==> src/rtl/ct_pkg.sv <==
package ct_pkg;

   typedef enum logic [1:0] {
      PH_IDLE  = 2'd0,
      PH_FILL  = 2'd1,
      PH_DRAIN = 2'd2,
      PH_DONE  = 2'd3
   } ct_phase_e;

endpackage

==> src/rtl/ct_sample_lanes.sv <==
module ct_sample_lanes #(
   parameter int SMP_W     = 8,
   parameter int LANES     = 8,
   parameter int SER_W     = 11,
   parameter bit SIGNED_IN = 1'b1
) (
   input  logic             clk,
   input  logic             rst_n,
   input  logic             smp_valid,
   input  logic [SMP_W-1:0] smp_data,
   output logic [LANES-1:0] lane_bits,
   output logic             lane_valid,
   output logic             lane_first
);

   localparam int CW  = $clog2(LANES);
   localparam int BW  = $clog2(SER_W);
   localparam int EXT = SER_W - SMP_W;

   if (SER_W <= SMP_W) begin : g_bad_ser
      $error("ct_sample_lanes: SER_W must exceed SMP_W");
   end
   if (LANES < 2) begin : g_bad_lanes
      $error("ct_sample_lanes: LANES must be at least 2");
   end

   logic [SMP_W-1:0] gath [LANES];
   logic [CW-1:0]    gcnt;
   logic [SER_W-1:0] shreg [LANES];
   logic [SER_W-1:0] ext_w [LANES];
   logic [BW-1:0]    bcnt;
   logic             busy;
   logic             group_end;
   logic             load;

   assign group_end = (gcnt == CW'(LANES - 1));
   assign load      = smp_valid && group_end;

   // the last word of a group goes straight to the serializer
   for (genvar k = 0; k < LANES; k++) begin : g_ext
      logic [SMP_W-1:0] src;
      if (k == LANES - 1) begin : g_direct
         assign src = smp_data;
      end else begin : g_held
         assign src = gath[k];
      end
      if (SIGNED_IN) begin : g_sign
         assign ext_w[k] = {{EXT{src[SMP_W-1]}}, src};
      end else begin : g_zero
         assign ext_w[k] = {{EXT{1'b0}}, src};
      end
   end

   always_ff @(posedge clk or negedge rst_n) begin
      if (!rst_n) begin
         gcnt <= '0;
         bcnt <= '0;
         busy <= 1'b0;
      end else begin
         if (smp_valid) begin
            gcnt <= group_end ? '0 : gcnt + 1'b1;
         end
         if (load) begin
            bcnt <= '0;
            busy <= 1'b1;
         end else if (busy) begin
            bcnt <= bcnt + 1'b1;
            if (bcnt == BW'(SER_W - 1)) begin
               busy <= 1'b0;
            end
         end
      end
   end

   always_ff @(posedge clk) begin
      if (smp_valid) begin
         gath[gcnt] <= smp_data;
      end
      for (int k = 0; k < LANES; k++) begin
         if (load) begin
            shreg[k] <= ext_w[k];
         end else if (busy) begin
            shreg[k] <= shreg[k] >> 1;
         end
      end
   end

   for (genvar k = 0; k < LANES; k++) begin : g_out
      assign lane_bits[k] = busy & shreg[k][0];
   end
   assign lane_valid = busy;
   assign lane_first = busy && (bcnt == '0);


   lane_lead_lsb_chk: assert property (@(posedge clk) disable iff (!rst_n)
      $rose(lane_valid) |-> lane_first);

   lane_len_end_chk: assert property (@(posedge clk) disable iff (!rst_n)
      (busy && bcnt == BW'(SER_W - 1) && !load) |=> !lane_valid);

   lane_start_cause_chk: assert property (@(posedge clk) disable iff (!rst_n)
      $rose(lane_valid) |-> $past(smp_valid));

endmodule

==> src/rtl/ct_lane_collect.sv <==
module ct_lane_collect #(
   parameter int LANES = 8,
   parameter int W     = 11
) (
   input  logic                      clk,
   input  logic                      rst_n,
   input  logic                      clr,
   input  logic                      en,
   input  logic                      lane_valid,
   input  logic [LANES-1:0]          lane_bits,
   output logic                      row_we,
   output logic [LANES-1:0][W-1:0]   row_words
);

   localparam int BW = $clog2(W);

   if (W < 3) begin : g_bad_w
      $error("ct_lane_collect: W must be at least 3");
   end

   logic [W-2:0] part [LANES];
   logic [BW-1:0] cnt;
   logic          take;
   logic          last;

   assign take   = en && lane_valid;
   assign last   = (cnt == BW'(W - 1));
   assign row_we = take && last;

   always_ff @(posedge clk or negedge rst_n) begin
      if (!rst_n) begin
         cnt <= '0;
      end else if (clr) begin
         cnt <= '0;
      end else if (take) begin
         cnt <= last ? '0 : cnt + 1'b1;
      end
   end

   always_ff @(posedge clk) begin
      for (int k = 0; k < LANES; k++) begin
         if (take) begin
            part[k] <= {lane_bits[k], part[k][W-2:1]};
         end
      end
   end

   for (genvar k = 0; k < LANES; k++) begin : g_word
      assign row_words[k] = {lane_bits[k], part[k]};
   end


   row_bitcount_wrap_chk: assert property (@(posedge clk) disable iff (!rst_n)
      row_we |=> (cnt == '0));

   row_idle_hold_chk: assert property (@(posedge clk) disable iff (!rst_n)
      (!en && !clr) |=> $stable(cnt));

endmodule

==> src/rtl/ct_store.sv <==
module ct_store #(
   parameter int N = 8,
   parameter int W = 11
) (
   input  logic                  clk,
   input  logic                  we,
   input  logic [$clog2(N)-1:0]  wrow,
   input  logic [N-1:0][W-1:0]   wdata,
   input  logic [$clog2(N)-1:0]  rcol,
   output logic [N-1:0][W-1:0]   rdata
);

   localparam int CW    = $clog2(N);
   localparam int AW    = 2 * CW;
   localparam int DEPTH = N * N;

   logic [W-1:0] mem [DEPTH];

   // entry address is row*N + column for both sides
   always_ff @(posedge clk) begin
      if (we) begin
         for (int c = 0; c < N; c++) begin
            mem[{wrow, CW'(c)}] <= wdata[c];
         end
      end
   end

   for (genvar r = 0; r < N; r++) begin : g_rd
      logic [AW-1:0] raddr;
      assign raddr    = {CW'(r), rcol};
      assign rdata[r] = mem[raddr];
   end

endmodule

==> src/rtl/ct_col_emit.sv <==
module ct_col_emit #(
   parameter int N     = 8,
   parameter int W     = 11,
   parameter int OUT_W = 14
) (
   input  logic                  clk,
   input  logic                  rst_n,
   input  logic                  clr,
   input  logic                  en,
   input  logic [N-1:0][W-1:0]   col_words,
   output logic [$clog2(N)-1:0]  rcol,
   output logic [N-1:0]          lane_bits,
   output logic                  lane_valid,
   output logic                  lane_first,
   output logic                  fin
);

   localparam int CW  = $clog2(N);
   localparam int OB  = $clog2(OUT_W);
   localparam int EXT = OUT_W - W;

   if (OUT_W <= W) begin : g_bad_out
      $error("ct_col_emit: OUT_W must exceed W");
   end

   logic [OB-1:0]    rbit;
   logic [N-1:0]     bits_nx;
   logic             col_end;

   for (genvar r = 0; r < N; r++) begin : g_ext
      logic [OUT_W-1:0] wide;
      assign wide       = {{EXT{col_words[r][W-1]}}, col_words[r]};
      assign bits_nx[r] = wide[rbit];
   end

   assign col_end = (rbit == OB'(OUT_W - 1));
   assign fin     = en && col_end && (rcol == CW'(N - 1));

   always_ff @(posedge clk or negedge rst_n) begin
      if (!rst_n) begin
         rcol       <= '0;
         rbit       <= '0;
         lane_bits  <= '0;
         lane_valid <= 1'b0;
         lane_first <= 1'b0;
      end else if (clr) begin
         rcol       <= '0;
         rbit       <= '0;
         lane_bits  <= '0;
         lane_valid <= 1'b0;
         lane_first <= 1'b0;
      end else if (en) begin
         lane_bits  <= bits_nx;
         lane_valid <= 1'b1;
         lane_first <= (rbit == '0);
         if (col_end) begin
            rbit <= '0;
            rcol <= rcol + 1'b1;
         end else begin
            rbit <= rbit + 1'b1;
         end
      end else begin
         lane_bits  <= '0;
         lane_valid <= 1'b0;
         lane_first <= 1'b0;
      end
   end


   col_lead_lsb_chk: assert property (@(posedge clk) disable iff (!rst_n)
      $rose(lane_valid) |-> lane_first);

   col_first_spacing_chk: assert property (@(posedge clk) disable iff (!rst_n)
      (lane_first && $past(lane_valid)) |-> ($past(rbit) == OB'(OUT_W - 1)) || (rbit == OB'(1)));

   col_quiet_lanes_chk: assert property (@(posedge clk) disable iff (!rst_n)
      !lane_valid |-> (lane_bits == '0));

endmodule

==> src/rtl/ct_corner_turn.sv <==
module ct_corner_turn #(
   parameter int SMP_W     = 8,
   parameter int N         = 8,
   parameter int MID_W     = 11,
   parameter int IN_SER_W  = 11,
   parameter int OUT_W     = 14,
   parameter bit SIGNED_IN = 1'b1
) (
   input  logic             clk,
   input  logic             rst_n,
   input  logic             start,
   input  logic             smp_valid,
   input  logic [SMP_W-1:0] smp_data,
   output logic [N-1:0]     in_bits,
   output logic             in_valid,
   output logic             in_first,
   input  logic             row_valid,
   input  logic [N-1:0]     row_bits,
   output logic [N-1:0]     col_bits,
   output logic             col_valid,
   output logic             col_first,
   output logic             done
);

   import ct_pkg::*;

   localparam int CW = $clog2(N);

   if (N < 2 || (N & (N - 1)) != 0) begin : g_bad_n
      $error("ct_corner_turn: N must be a power of two, at least 2");
   end
   if (MID_W <= SMP_W) begin : g_bad_mid
      $error("ct_corner_turn: MID_W must exceed SMP_W");
   end

   ct_phase_e              phase;
   logic [CW-1:0]          wrow;
   logic                   fill_en;
   logic                   drain_en;
   logic                   row_we;
   logic [N-1:0][MID_W-1:0] row_words;
   logic [N-1:0][MID_W-1:0] col_words;
   logic [CW-1:0]          rcol;
   logic                   fin;

   assign fill_en  = (phase == PH_FILL)  && !start;
   assign drain_en = (phase == PH_DRAIN) && !start;

   ct_sample_lanes #(
      .SMP_W     (SMP_W),
      .LANES     (N),
      .SER_W     (IN_SER_W),
      .SIGNED_IN (SIGNED_IN)
   ) u_smp (
      .clk        (clk),
      .rst_n      (rst_n),
      .smp_valid  (smp_valid),
      .smp_data   (smp_data),
      .lane_bits  (in_bits),
      .lane_valid (in_valid),
      .lane_first (in_first)
   );

   ct_lane_collect #(
      .LANES (N),
      .W     (MID_W)
   ) u_collect (
      .clk        (clk),
      .rst_n      (rst_n),
      .clr        (start),
      .en         (fill_en),
      .lane_valid (row_valid),
      .lane_bits  (row_bits),
      .row_we     (row_we),
      .row_words  (row_words)
   );

   ct_store #(
      .N (N),
      .W (MID_W)
   ) u_store (
      .clk   (clk),
      .we    (row_we),
      .wrow  (wrow),
      .wdata (row_words),
      .rcol  (rcol),
      .rdata (col_words)
   );

   ct_col_emit #(
      .N     (N),
      .W     (MID_W),
      .OUT_W (OUT_W)
   ) u_emit (
      .clk        (clk),
      .rst_n      (rst_n),
      .clr        (start),
      .en         (drain_en),
      .col_words  (col_words),
      .rcol       (rcol),
      .lane_bits  (col_bits),
      .lane_valid (col_valid),
      .lane_first (col_first),
      .fin        (fin)
   );

   always_ff @(posedge clk or negedge rst_n) begin
      if (!rst_n) begin
         phase <= PH_IDLE;
         wrow  <= '0;
      end else if (start) begin
         phase <= PH_FILL;
         wrow  <= '0;
      end else begin
         unique case (phase)
            PH_FILL: begin
               if (row_we) begin
                  wrow <= wrow + 1'b1;
                  if (wrow == CW'(N - 1)) begin
                     phase <= PH_DRAIN;
                  end
               end
            end
            PH_DRAIN: begin
               if (fin) begin
                  phase <= PH_DONE;
               end
            end
            default: ;
         endcase
      end
   end

   assign done = (phase == PH_DONE);


   done_sticky_chk: assert property (@(posedge clk) disable iff (!rst_n)
      (done && !start) |=> done);

   done_on_last_bit_chk: assert property (@(posedge clk) disable iff (!rst_n)
      $rose(done) |-> col_valid);

   done_quiet_chk: assert property (@(posedge clk) disable iff (!rst_n)
      (done && $past(done)) |-> !col_valid);

   start_clears_chk: assert property (@(posedge clk) disable iff (!rst_n)
      start |=> (!done && !col_valid && !col_first && col_bits == '0));

   row_pos_hold_chk: assert property (@(posedge clk) disable iff (!rst_n)
      (phase != PH_FILL && !start) |=> $stable(wrow));

endmodule

==> config.mk <==
export PLATFORM = sky130hd
export DESIGN_NAME = ct_corner_turn
export DESIGN_NICKNAME = d
export VERILOG_FILES = /design/src/rtl/ct_pkg.sv /design/src/rtl/ct_sample_lanes.sv /design/src/rtl/ct_lane_collect.sv /design/src/rtl/ct_store.sv /design/src/rtl/ct_col_emit.sv /design/src/rtl/ct_corner_turn.sv
export SDC_FILE = /design/constraint.sdc
export NUM_CORES = 1
export LEC_CHECK = 0
export BUFFER_PORTS_ARGS = -buffer_cell sky130_fd_sc_hd__buf_2
export CORE_MARGIN = 4
export CORE_UTILIZATION = 50
export DETAILED_ROUTE_END_ITERATION = 8
export HOLD_SLACK_MARGIN = 0.03
export PLACE_DENSITY = 0.73
export SLEW_MARGIN = 15
export SYNTH_ARGS = -nofsm -noshare
export SYNTH_HDL_FRONTEND = slang
export SYNTH_SLANG_ARGS = --single-unit
==> constraint.sdc <==
create_clock -name clk -period 12.75 [get_ports clk]
set_clock_uncertainty 0.2 [all_clocks]
set_input_delay 2.55 -clock clk [delete_from_list [all_inputs] [get_ports clk]]
set_output_delay 2.55 -clock clk [all_outputs]
set_load 0.02 [all_outputs]
# ---- Yosys cells after proc, flatten, opt, wreduce, memory -nomap -nowiden
# Memory sizes are Yosys's and may differ from the RTL's.
# Cells that the tools add are included.
dict set report totals {
  ramBits 936
  memories 4
  ff_bits 34
  out_inout_bits 21
}
# name depth word_bits rd rd_ports_with_merged_regs write_ports line
set mem_list {}
lappend mem_list {u_store.mem 64 11 8 0 8 ct_store.sv:17} ;# logic [W-1:0] mem [DEPTH];
lappend mem_list {u_smp.shreg 8 11 8 0 8 ct_sample_lanes.sv:29} ;# logic [SER_W-1:0] shreg [LANES];
lappend mem_list {u_collect.part 8 10 8 0 8 ct_lane_collect.sv:21} ;# logic [W-2:0] part [LANES];
lappend mem_list {u_smp.gath 8 8 7 0 1 ct_sample_lanes.sv:27} ;# logic [SMP_W-1:0] gath [LANES];
dict set report op_classes {
  n_eq_ne 12
  n_bitwise 16
  addsub 6
  magnitude_cmp 1
  reduce_logical 21
  mux 64
}
# operator count
set op_table {}
lappend op_table {{2-to-1 mux 11 bit} 8}
lappend op_table {{binary-select mux 1 bit (select 4 bit)} 8}
lappend op_table {{2-to-1 mux 4 bit} 8}
lappend op_table {{2-to-1 mux 1 bit} 26}
lappend op_table {{2-to-1 mux 3 bit} 7}
lappend op_table {{2-to-1 mux 8 bit} 2}
lappend op_table {{adder 4 x 1 -> 4 bit, second input constant} 3}
lappend op_table {{== test 4 bit, second input constant} 3}
lappend op_table {{nonzero test 2 bit} 6}
lappend op_table {{adder 3 x 1 -> 3 bit, second input constant} 3}
lappend op_table {{== test 3 bit, second input constant} 3}
lappend op_table {{AND 1 bit} 8}
lappend op_table {{logical AND 1 bit} 8}
lappend op_table {{logical NOT 4 bit} 2}
lappend op_table {{2-to-1 mux 2 bit} 4}
lappend op_table {{OR 1 bit} 8}
lappend op_table {{inequality test 3 bit, second input constant} 2}
lappend op_table {{less-than comparator 4 x 5 -> 1 bit, second input constant} 1}
lappend op_table {{== test 2 bit, second input constant} 2}
lappend op_table {{case mux 2 bit (2 select lines)} 1}
lappend op_table {{AND reduction 2 bit} 2}
lappend op_table {{AND reduction 4 bit} 1}
lappend op_table {{inequality test 3 x 2 -> 1 bit, second input constant} 1}
lappend op_table {{nonzero test 3 bit} 1}
lappend op_table {{2 further kinds} 2}

# ---- Depth between registers and ports, before layout
# Gate-level depths: netlist of the first run.
dict set report logic_depth {
  depth_word 7
  mapped_depth 10
  depth_no_buf 7
}

# ---- Hierarchy
# Synthesis of the first run repeated with hierarchy kept, for this count alone.
dict set report unflattened {
  hier_cells 1657
  hier_area_um2 37020.5
}
# mod seq_area_each_um2 n_inst cells_per_inst area_each_um2
set by_module_without_submodules {}
lappend by_module_without_submodules {ct_store 21140.3 1 1031 26471.6}
lappend by_module_without_submodules {ct_sample_lanes 4514.3 1 307 6003.3}
lappend by_module_without_submodules {ct_lane_collect 2502.4 1 115 2706.3}
lappend by_module_without_submodules {ct_col_emit 425.4 1 179 1554.0}
lappend by_module_without_submodules {ct_corner_turn 125.1 1 25 285.3}

# ---- Least setup slack after synthesis of the first run
# Ideal clock, no wire load.
dict set report synth_path {
  kind {input-to-reg}
  from {in row_valid}
  to {mem u_store.mem[0][0] (enable)}
  arrival_ns 9.314
  t_required_ns 11.908
  cell_stages 4
  path_slack_ns 2.594
  path_buffers 0
  path_cell_list {nand3b_1 or3_1 or3_1 nor3_1}
}
# element line
set synth_rtl {}
lappend synth_rtl {{start: declaration} ct_corner_turn.sv:17} ;# input logic row_valid,
lappend synth_rtl {{end: declaration} ct_store.sv:17}

==> results of run 1 <==
## per-stage QoR
step | utilization (%) | worst slack, ps
6_report | 56.58 | 7248
5_1_grt | 56.58 | 7078
4_1_cts | 56.54 | 7226
3_5_place_dp | 52.29 | 6576
3_3_place_gp | 52.29 | 6701
2_1_floorplan | - | 2594
## power groups by stage
stage	Combinational [mW]	Clock [mW]	Sequential (mW)
2_1_floorplan	0.317	0	3.87
3_3_place_gp	0.402	0	3.90
3_5_place_dp	0.431	0	3.91
4_1_cts	0.434	2.76	3.84
5_1_grt	0.504	2.92	3.86
6_report	0.435	2.72	3.84
## worst paths after layout
kind	to	slack, ps
setup / recovery	u_store.mem[49][3]$_DFFE_PP_	7250
setup reg to reg	u_emit.lane_bits[5]$_DFF_PN0_	8540
hold reg to reg	u_smp.shreg[1][10]$_SDFFE_PP0P_	290
max in group asynchronous	u_emit.rcol[1]$_DFFE_PN0P_	9790
hold / removal	u_smp.shreg[1][10]$_SDFFE_PP0P_	290
min in group asynchronous	u_smp.bcnt[0]$_DFFE_PN0P_	1840
## kinds of logic (layout without fill, tap and decap cells)
logic type	after synthesis	in the layout	share of synthesized area [%]
buffers and inverters	104	252	1.516
AND/OR/NAND/NOR	409	409	4.761
AO/OA/AOI/OAI	139	139	2.623
flip-flops	962	962	78.87
XOR/XNOR	5	5	0.1203
adder cells (fa/ha/maj)	14	14	0.4812
multiplexers	232	232	11.63
## metal layers
metal / routed length (um) / part of all wire, % / global-route usage (%)
met5: 0 / 0 / 0
met4: 2293 / 3.1 / 6.096
met3: 5742 / 7.8 / 4.057
met2: 35960 / 49 / 30.27
met1: 29660 / 40 / 26.80
## registers in the layout, indices dropped and copies added, names as in the netlist, 4 cells and up
name and count:
u_store.mem 704, u_smp.shreg 88, u_collect.part 80, u_smp.gath 56
u_emit.lane_bits 8, u_collect.cnt 4, u_emit.rbit 4, u_smp.bcnt 4
## critical path: stages
cell and delay [ps]:
buf_2 80, nand3b_1 290, or3_1 510, or3_1 510
nor2_4 750, buf_4 810
## area by class of cell
class / instances / share of cell area (%)
Sequential cell: 962 / 70.64
Multi-Input combinational cell: 799 / 17.74
Clock buffer: 113 / 6.060
Tap cell: 950 / 2.924
Clock inverter: 58 / 1.453
Timing Repair Buffer: 65 / 1.037
Inverter: 16 / 0.1477
## synth_stat cells, drive strengths merged, types with 2 or more instances
| master | number |
|---|---|
| edfxtp | 927 |
| nand2 | 266 |
| mux4 | 152 |
| mux2i | 72 |
| buf | 59 |
| nor2 | 51 |
| dfrtp | 34 |
| clkbuf | 29 |
| o21ai | 29 |
| a21oi | 23 |
| a22oi | 19 |
| nand3 | 18 |
| nor3 | 18 |
| inv | 16 |
| nor2b | 15 |
| and2 | 14 |
| ha | 14 |
| a211oi | 13 |
| a221oi | 12 |
| nand2b | 11 |
| o22ai | 11 |
| mux2 | 8 |
| a31oi | 7 |
| o221ai | 6 |
| o31ai | 5 |
| or3 | 5 |
| a2111oi | 4 |
| a221o | 3 |
| nand3b | 3 |
| o221a | 3 |
| xnor2 | 3 |
| a22o | 2 |
| nand4 | 2 |
| xor2 | 2 |
==> impl_metrics.ini, run 1 <==
[status]
status = completed

[setup_path]
cp-start-kind = input pin
crit_type = in2reg
setup.worst_path.end_class = flop
arrival_ps = 5550
startpoint = row_valid
worstRegToRegCells = 7
cp.required_ps = 12790
r2r-start = u_emit.rcol[0]$_DFFE_PN0P_
cp_max_fo = 60

[floorplan]
die_h_um = 277.8
die_w_um = 277.8
core_sq_um = 71850
dieArea_sq_um = 77180
io_pins = 42
fp-row-count = 98
start_util_pct = 50.66

[power]
comb_power_share_pct = 6.2
powerDensity_nw_per_um2 = 172.0
switchingPower_mw = 1.545
power.share.clock_pct = 38.9
p_int_mw = 5.450
swShare_pct = 22.09
finalPower_mw = 6.995
p_seq_share_pct = 54.9
ir_drop_mv = 0.2257
p_leak_nw = 13.14

[final_layout]
final_cell_area_sq_um = 40660
seqCellArea_sq_um = 28720
drive_gt1_share_pct = 18.73
multi_input_area_sq_um = 7212
nNetsFinal = 1973
final_common_cell = edfxtp_1
num_antenna_cells = 0
syn2layout_area_growth_pct = 11.69
mostFrequentLayoutCells = edfxtp_1, nand2_1, mux4_2
finalNonFillerCells = 2963
nFillCells = 5266

[route]
wire_per_inst_um = 24.86
firstDrtPassIters = 6
drc = 0
vias_per_cell = 5.929
drt-initial-drc-count = 2025
ant_nets = 0
wl_um = 73650
num_vias = 17567

[global_route]
grt_pass1_vias = 18060
grtUsageTotal_pct = 19.05
antenna_found_initial = 1
grt_pass1_wl_um = 112800
grt_max_degree = 89
gr-total-overflow = 0

[place]
numPortBuffers = 41
dp_cells = 2791
hpwl_um = 42600
gp_congestion = 0.8333
post_dp_cell_area_sq_um = 37570

[clock_network]
cts_tree = done
worstSkewPairLatency_ps = 650
cts_buffers = 94
cts_resized = 0
clock-sinks = 962
clk_transition_reported_paths_ps = 60
clockRootBuffer = clkbuf_16
ctsHoldBuffers = 0
h-tree-depth = 3
post_cts_buffers = 0
max-clock-path-buffers = 3

[synthesis]
synth_cells = 1865
yosysTopAreaCellShare_pct = 76.47
syn_nets = 1900
ys_top_cells_by_area = edfxtp_1, mux4_2, nand2_1
avgSynthCellArea_sq_um = 19.52
yosys.cell_types.count = 49
synth_top_cell_by_area = edfxtp_1
postSynth.asyncResetShare_pct = 3.534
synth_warnings = 0
ys_seq_area_share_pct = 78.87
synth_edf_count = 927
syn_area_sq_um = 36400
synth-seq-cells = 962
synthFlopType = edfxtp_1

[timing]
period_minus_slack_ps = 5502
hold_ws_ps = 288.6
hold_viol_final = 0
max_slew_margin_pct = 25.79
period_share_pct = 43.15
rsz0062_at_grt = no
setup_violations = 0
tightest_slew_ps = 1110
max_clock_freq_ghz = 0.1817
finalMaxSlewViolations = 0
setup_tns_ps = 0

[run]
drv_cap = 0

[worst_hold_path]
hp-start = u_smp.shreg[1][10]$_SDFFE_PP0P_
hold_class = reg2reg
hold_depth = 2
Note: power is estimated with default switching activity, not from simulation.
==> run 2, diff against run 1 <==
--- a/config.mk
+++ b/config.mk
@@ -5,6 +5,7 @@
 export SDC_FILE = /design/constraint.sdc
 export NUM_CORES = 1
 export LEC_CHECK = 0
+export ABC_AREA = 1
 export BUFFER_PORTS_ARGS = -buffer_cell sky130_fd_sc_hd__buf_2
 export CORE_MARGIN = 4
 export CORE_UTILIZATION = 50
==> constraint.sdc (replaced) <==
create_clock -name clk -period 5.6 [get_ports clk]
set_clock_uncertainty 0.2 [all_clocks]
set_input_delay 1.12 -clock clk [delete_from_list [all_inputs] [get_ports clk]]
set_output_delay 1.12 -clock clk [all_outputs]
set_load 0.02 [all_outputs]
==> impl_metrics.ini, run 2 <==
[synthesis]
postSynth.asyncResetShare_pct = 3.534
synth_edf_count = 927
syn_area_sq_um = 38620
synth-seq-cells = 962
yosys.cell_types.count = 28
ys_seq_area_share_pct = 74.34
synth_top_cells_by_count = edfxtp_1, nand2_1, nand3_1
synth_top_cell_by_area = edfxtp_1
avgSynthCellArea_sq_um = 11.78
ys_top_cells_by_area = edfxtp_1, nand2_1, nand3_1
synth_warnings = 0
synthFlopType = edfxtp_1
yosysMostFrequentCell = edfxtp_1
syn_nets = 3312
yosysTopAreaCellShare_pct = 72.08
synth_cells = 3277

[timing]
setup_ws_ps = 2114
max_slew_margin_pct = 28.68
period_minus_slack_ps = 3486
period_share_pct = 62.26
tightest_slew_ps = 1070
hold_viol_final = 0
max_clock_freq_ghz = 0.2868
setup_violations = 0
rsz0062_at_grt = no
finalMaxSlewViolations = 0

[global_route]
antenna_found_initial = 0
grtUsageTotal_pct = 20.24
grt_max_degree = 175
use_met2_pct = 33.51
use_met1_pct = 27.45
busiest_layer = met2
grt_pass1_wl_um = 129900
gr-total-overflow = 0
grt_pass1_vias = 22720
met3_usage_pct = 2.789

[clock_network]
clockRootBuffer = clkbuf_16
worstSkewPairLatency_ps = 660
cts_resized = 0
cts_tree = done
max-clock-path-buffers = 3
post_cts_buffers = 0
ctsHoldBuffers = 0
clk_transition_reported_paths_ps = 60
h-tree-depth = 3
clock-sinks = 962
cts_buffers = 96

[final_layout]
num_antenna_cells = 0
nNetsFinal = 3326
drive_gt1_share_pct = 6.946
syn2layout_area_growth_pct = 10.73
regMostFlops = u_store.mem
final_cell_area_sq_um = 42760
finalNonFillerCells = 4399
nFillCells = 5945
multi_input_area_sq_um = 8023
final_common_cell = edfxtp_1
mostFrequentLayoutCells = edfxtp_1, nand2_1, nand3_1
seqCellArea_sq_um = 28720
largest_registers = u_store.mem (704), u_smp.shreg (88), u_collect.part (80)
largest_register_ff_count = 704

[setup_path]
crit_type = reg2reg
cp_max_fo = 157
critical_path_buf_inv_count = 2
crit_top_cell = nand3_1
r2r-start = u_emit.rcol[0]$_DFFE_PN0P_
worstRegToRegCells = 11
cp.required_ps = 5940
cp_slowest_stage_delay_ps = 700
r2r-end = u_emit.lane_bits[2]$_DFF_PN0_
cp-start-kind = flop
crit_family = buffers and inverters
crit_path_cell_trace = inv_8, buf_4, nand2_1, nand3_1, nand3_1, nand3_1, nand2_1, nand2_1, nand3_1, nor2_1, nor2_1
r2r_setup_slack_ps = 2110
path_depth = 11
setup.worst_path.end_class = flop
crit_slowest_cell = dfrtp_4
arrival_ps = 3820

[worst_hold_path]
hold_depth = 2
hp-start = u_smp.gath[3][2]$_DFFE_PP_
hold_class = reg2reg
min_to = u_smp.shreg[0][35]$_DFFE_PP_

[floorplan]
die_w_um = 285.9
io_pins = 42
die_h_um = 285.9
core_sq_um = 76200
start_util_pct = 50.68
fp-row-count = 101
dieArea_sq_um = 81740

[power]
powerDensity_nw_per_um2 = 382.3
ir_drop_mv = 0.2620
p_leak_nw = 16.46

[route]
drc = 0
vias_per_cell = 5.378
num_vias = 23660
drt-initial-drc-count = 2665
ant_nets = 0
wire_per_inst_um = 19.09
wl_um = 83970
firstDrtPassIters = 6

[status]
status = completed

[run]
drv_cap = 0

[place]
gp_congestion = 0.8430
dp_cells = 4223
hpwl_um = 45980
post_dp_cell_area_sq_um = 39740
dp_slack_ps = 1909
numPortBuffers = 41
run 2: cell count changes after synthesis, sizes merged, moves of 72 or more:
| cell | change |
|---|---|
| inv | +291 |
| nor2 | +260 |
| o21ai | +146 |
| nand3 | +351 |
| mux2i | -72 |
| mux4 | -152 |
| nand2 | +637 |
run 2: layout make-up:
class | instances | share of cell area (%)
flip-flops and latches | 962 | 67.16
multi-input cells | 1842 | 18.76
clock buffers | 126 | 5.928
well taps | 1030 | 3.014
inverters | 308 | 2.733
repair buffers | 81 | 1.299
clock inverters | 50 | 1.103
run 2: how the worst max path moves through the flow:
| stage | start | end | slack (ps) |
|---|---|---|---|
| finish | u_emit.rcol[0]$_DFFE_PN0P_ | u_emit.lane_bits[2]$_DFF_PN0_ | 2110 |
| global placement | smp_valid | u_smp.shreg[1][40]$_DFFE_PP_ | 1940 |
| global route | u_emit.rcol[0]$_DFFE_PN0P_ | u_emit.lane_bits[2]$_DFF_PN0_ | 1970 |
| detailed placement | smp_valid | u_smp.shreg[1][42]$_DFFE_PP_ | 1910 |
| floorplan | row_valid | u_store.mem[0][0]$_DFFE_PP_ | -240 |
| CTS | u_emit.rcol[0]$_DFFE_PN0P_ | u_emit.lane_bits[2]$_DFF_PN0_ | 2180 |
run 2: where the power goes:
| group | switching, mW | leakage, nW | internal (mW) |
|---|---|---|---|
| sequential | 0.255 | 8.90 | 8.57 |
| clock | 2.66 | 1.47 | 3.44 |
| combinational | 1.05 | 6.10 | 0.361 |
| total | 3.97 | 16.5 | 12.4 |
run 2: metrics by stage:
step | power [mW] | TNS, ps | hold WS (ps) | utilization (%)
3_5_place_dp | 10.39 | 0 | 297.7 | 52.16
3_3_place_gp | 10.35 | 0 | 290.0 | 52.16
6_report | 16.35 | 0 | 309.6 | 56.11
4_1_cts | 16.44 | 0 | 311.9 | 56.10
5_1_grt | 16.95 | 0 | 324.1 | 56.11
2_1_floorplan | 9.834 | -165790 | 274.6 | -
run 2: cells by family (layout without fill, tap and decap cells):
group                    after synthesis  count (layout)  share of synthesized area [%]
AO/OA/AOI/OAI                        232             232                          3.253
XOR/XNOR                               2               2                        0.04537
adder cells (fa/ha/maj)               14              14                         0.4536
buffers and inverters                473             565                          5.174
flip-flops                           962             962                          74.34
AND/OR/NAND/NOR                     1594            1594                          16.73
run 2: per-layer routing:
| layer | routed length, um | vias up | share of wire [%] |
|---|---|---|---|
| met4 | 2744 | 0 | 3.3 |
| li1 | - | 11104 | - |
| met1 | 34270 | 11385 | 41 |
| met5 | 0 | - | 0 |
| met3 | 6183 | 165 | 7.4 |
| met2 | 40780 | 1006 | 49 |
run 2: worst register-to-register path, stage by stage, from the launching register on:
cell     delay [ps]
dfrtp_4         700
inv_8           700
buf_4           710
nand2_1         130
nand3_1          90
nand3_1          80
nand3_1         110
nand2_1         150
nand2_1         100
nand3_1         110
nor2_1          220
nor2_1           70
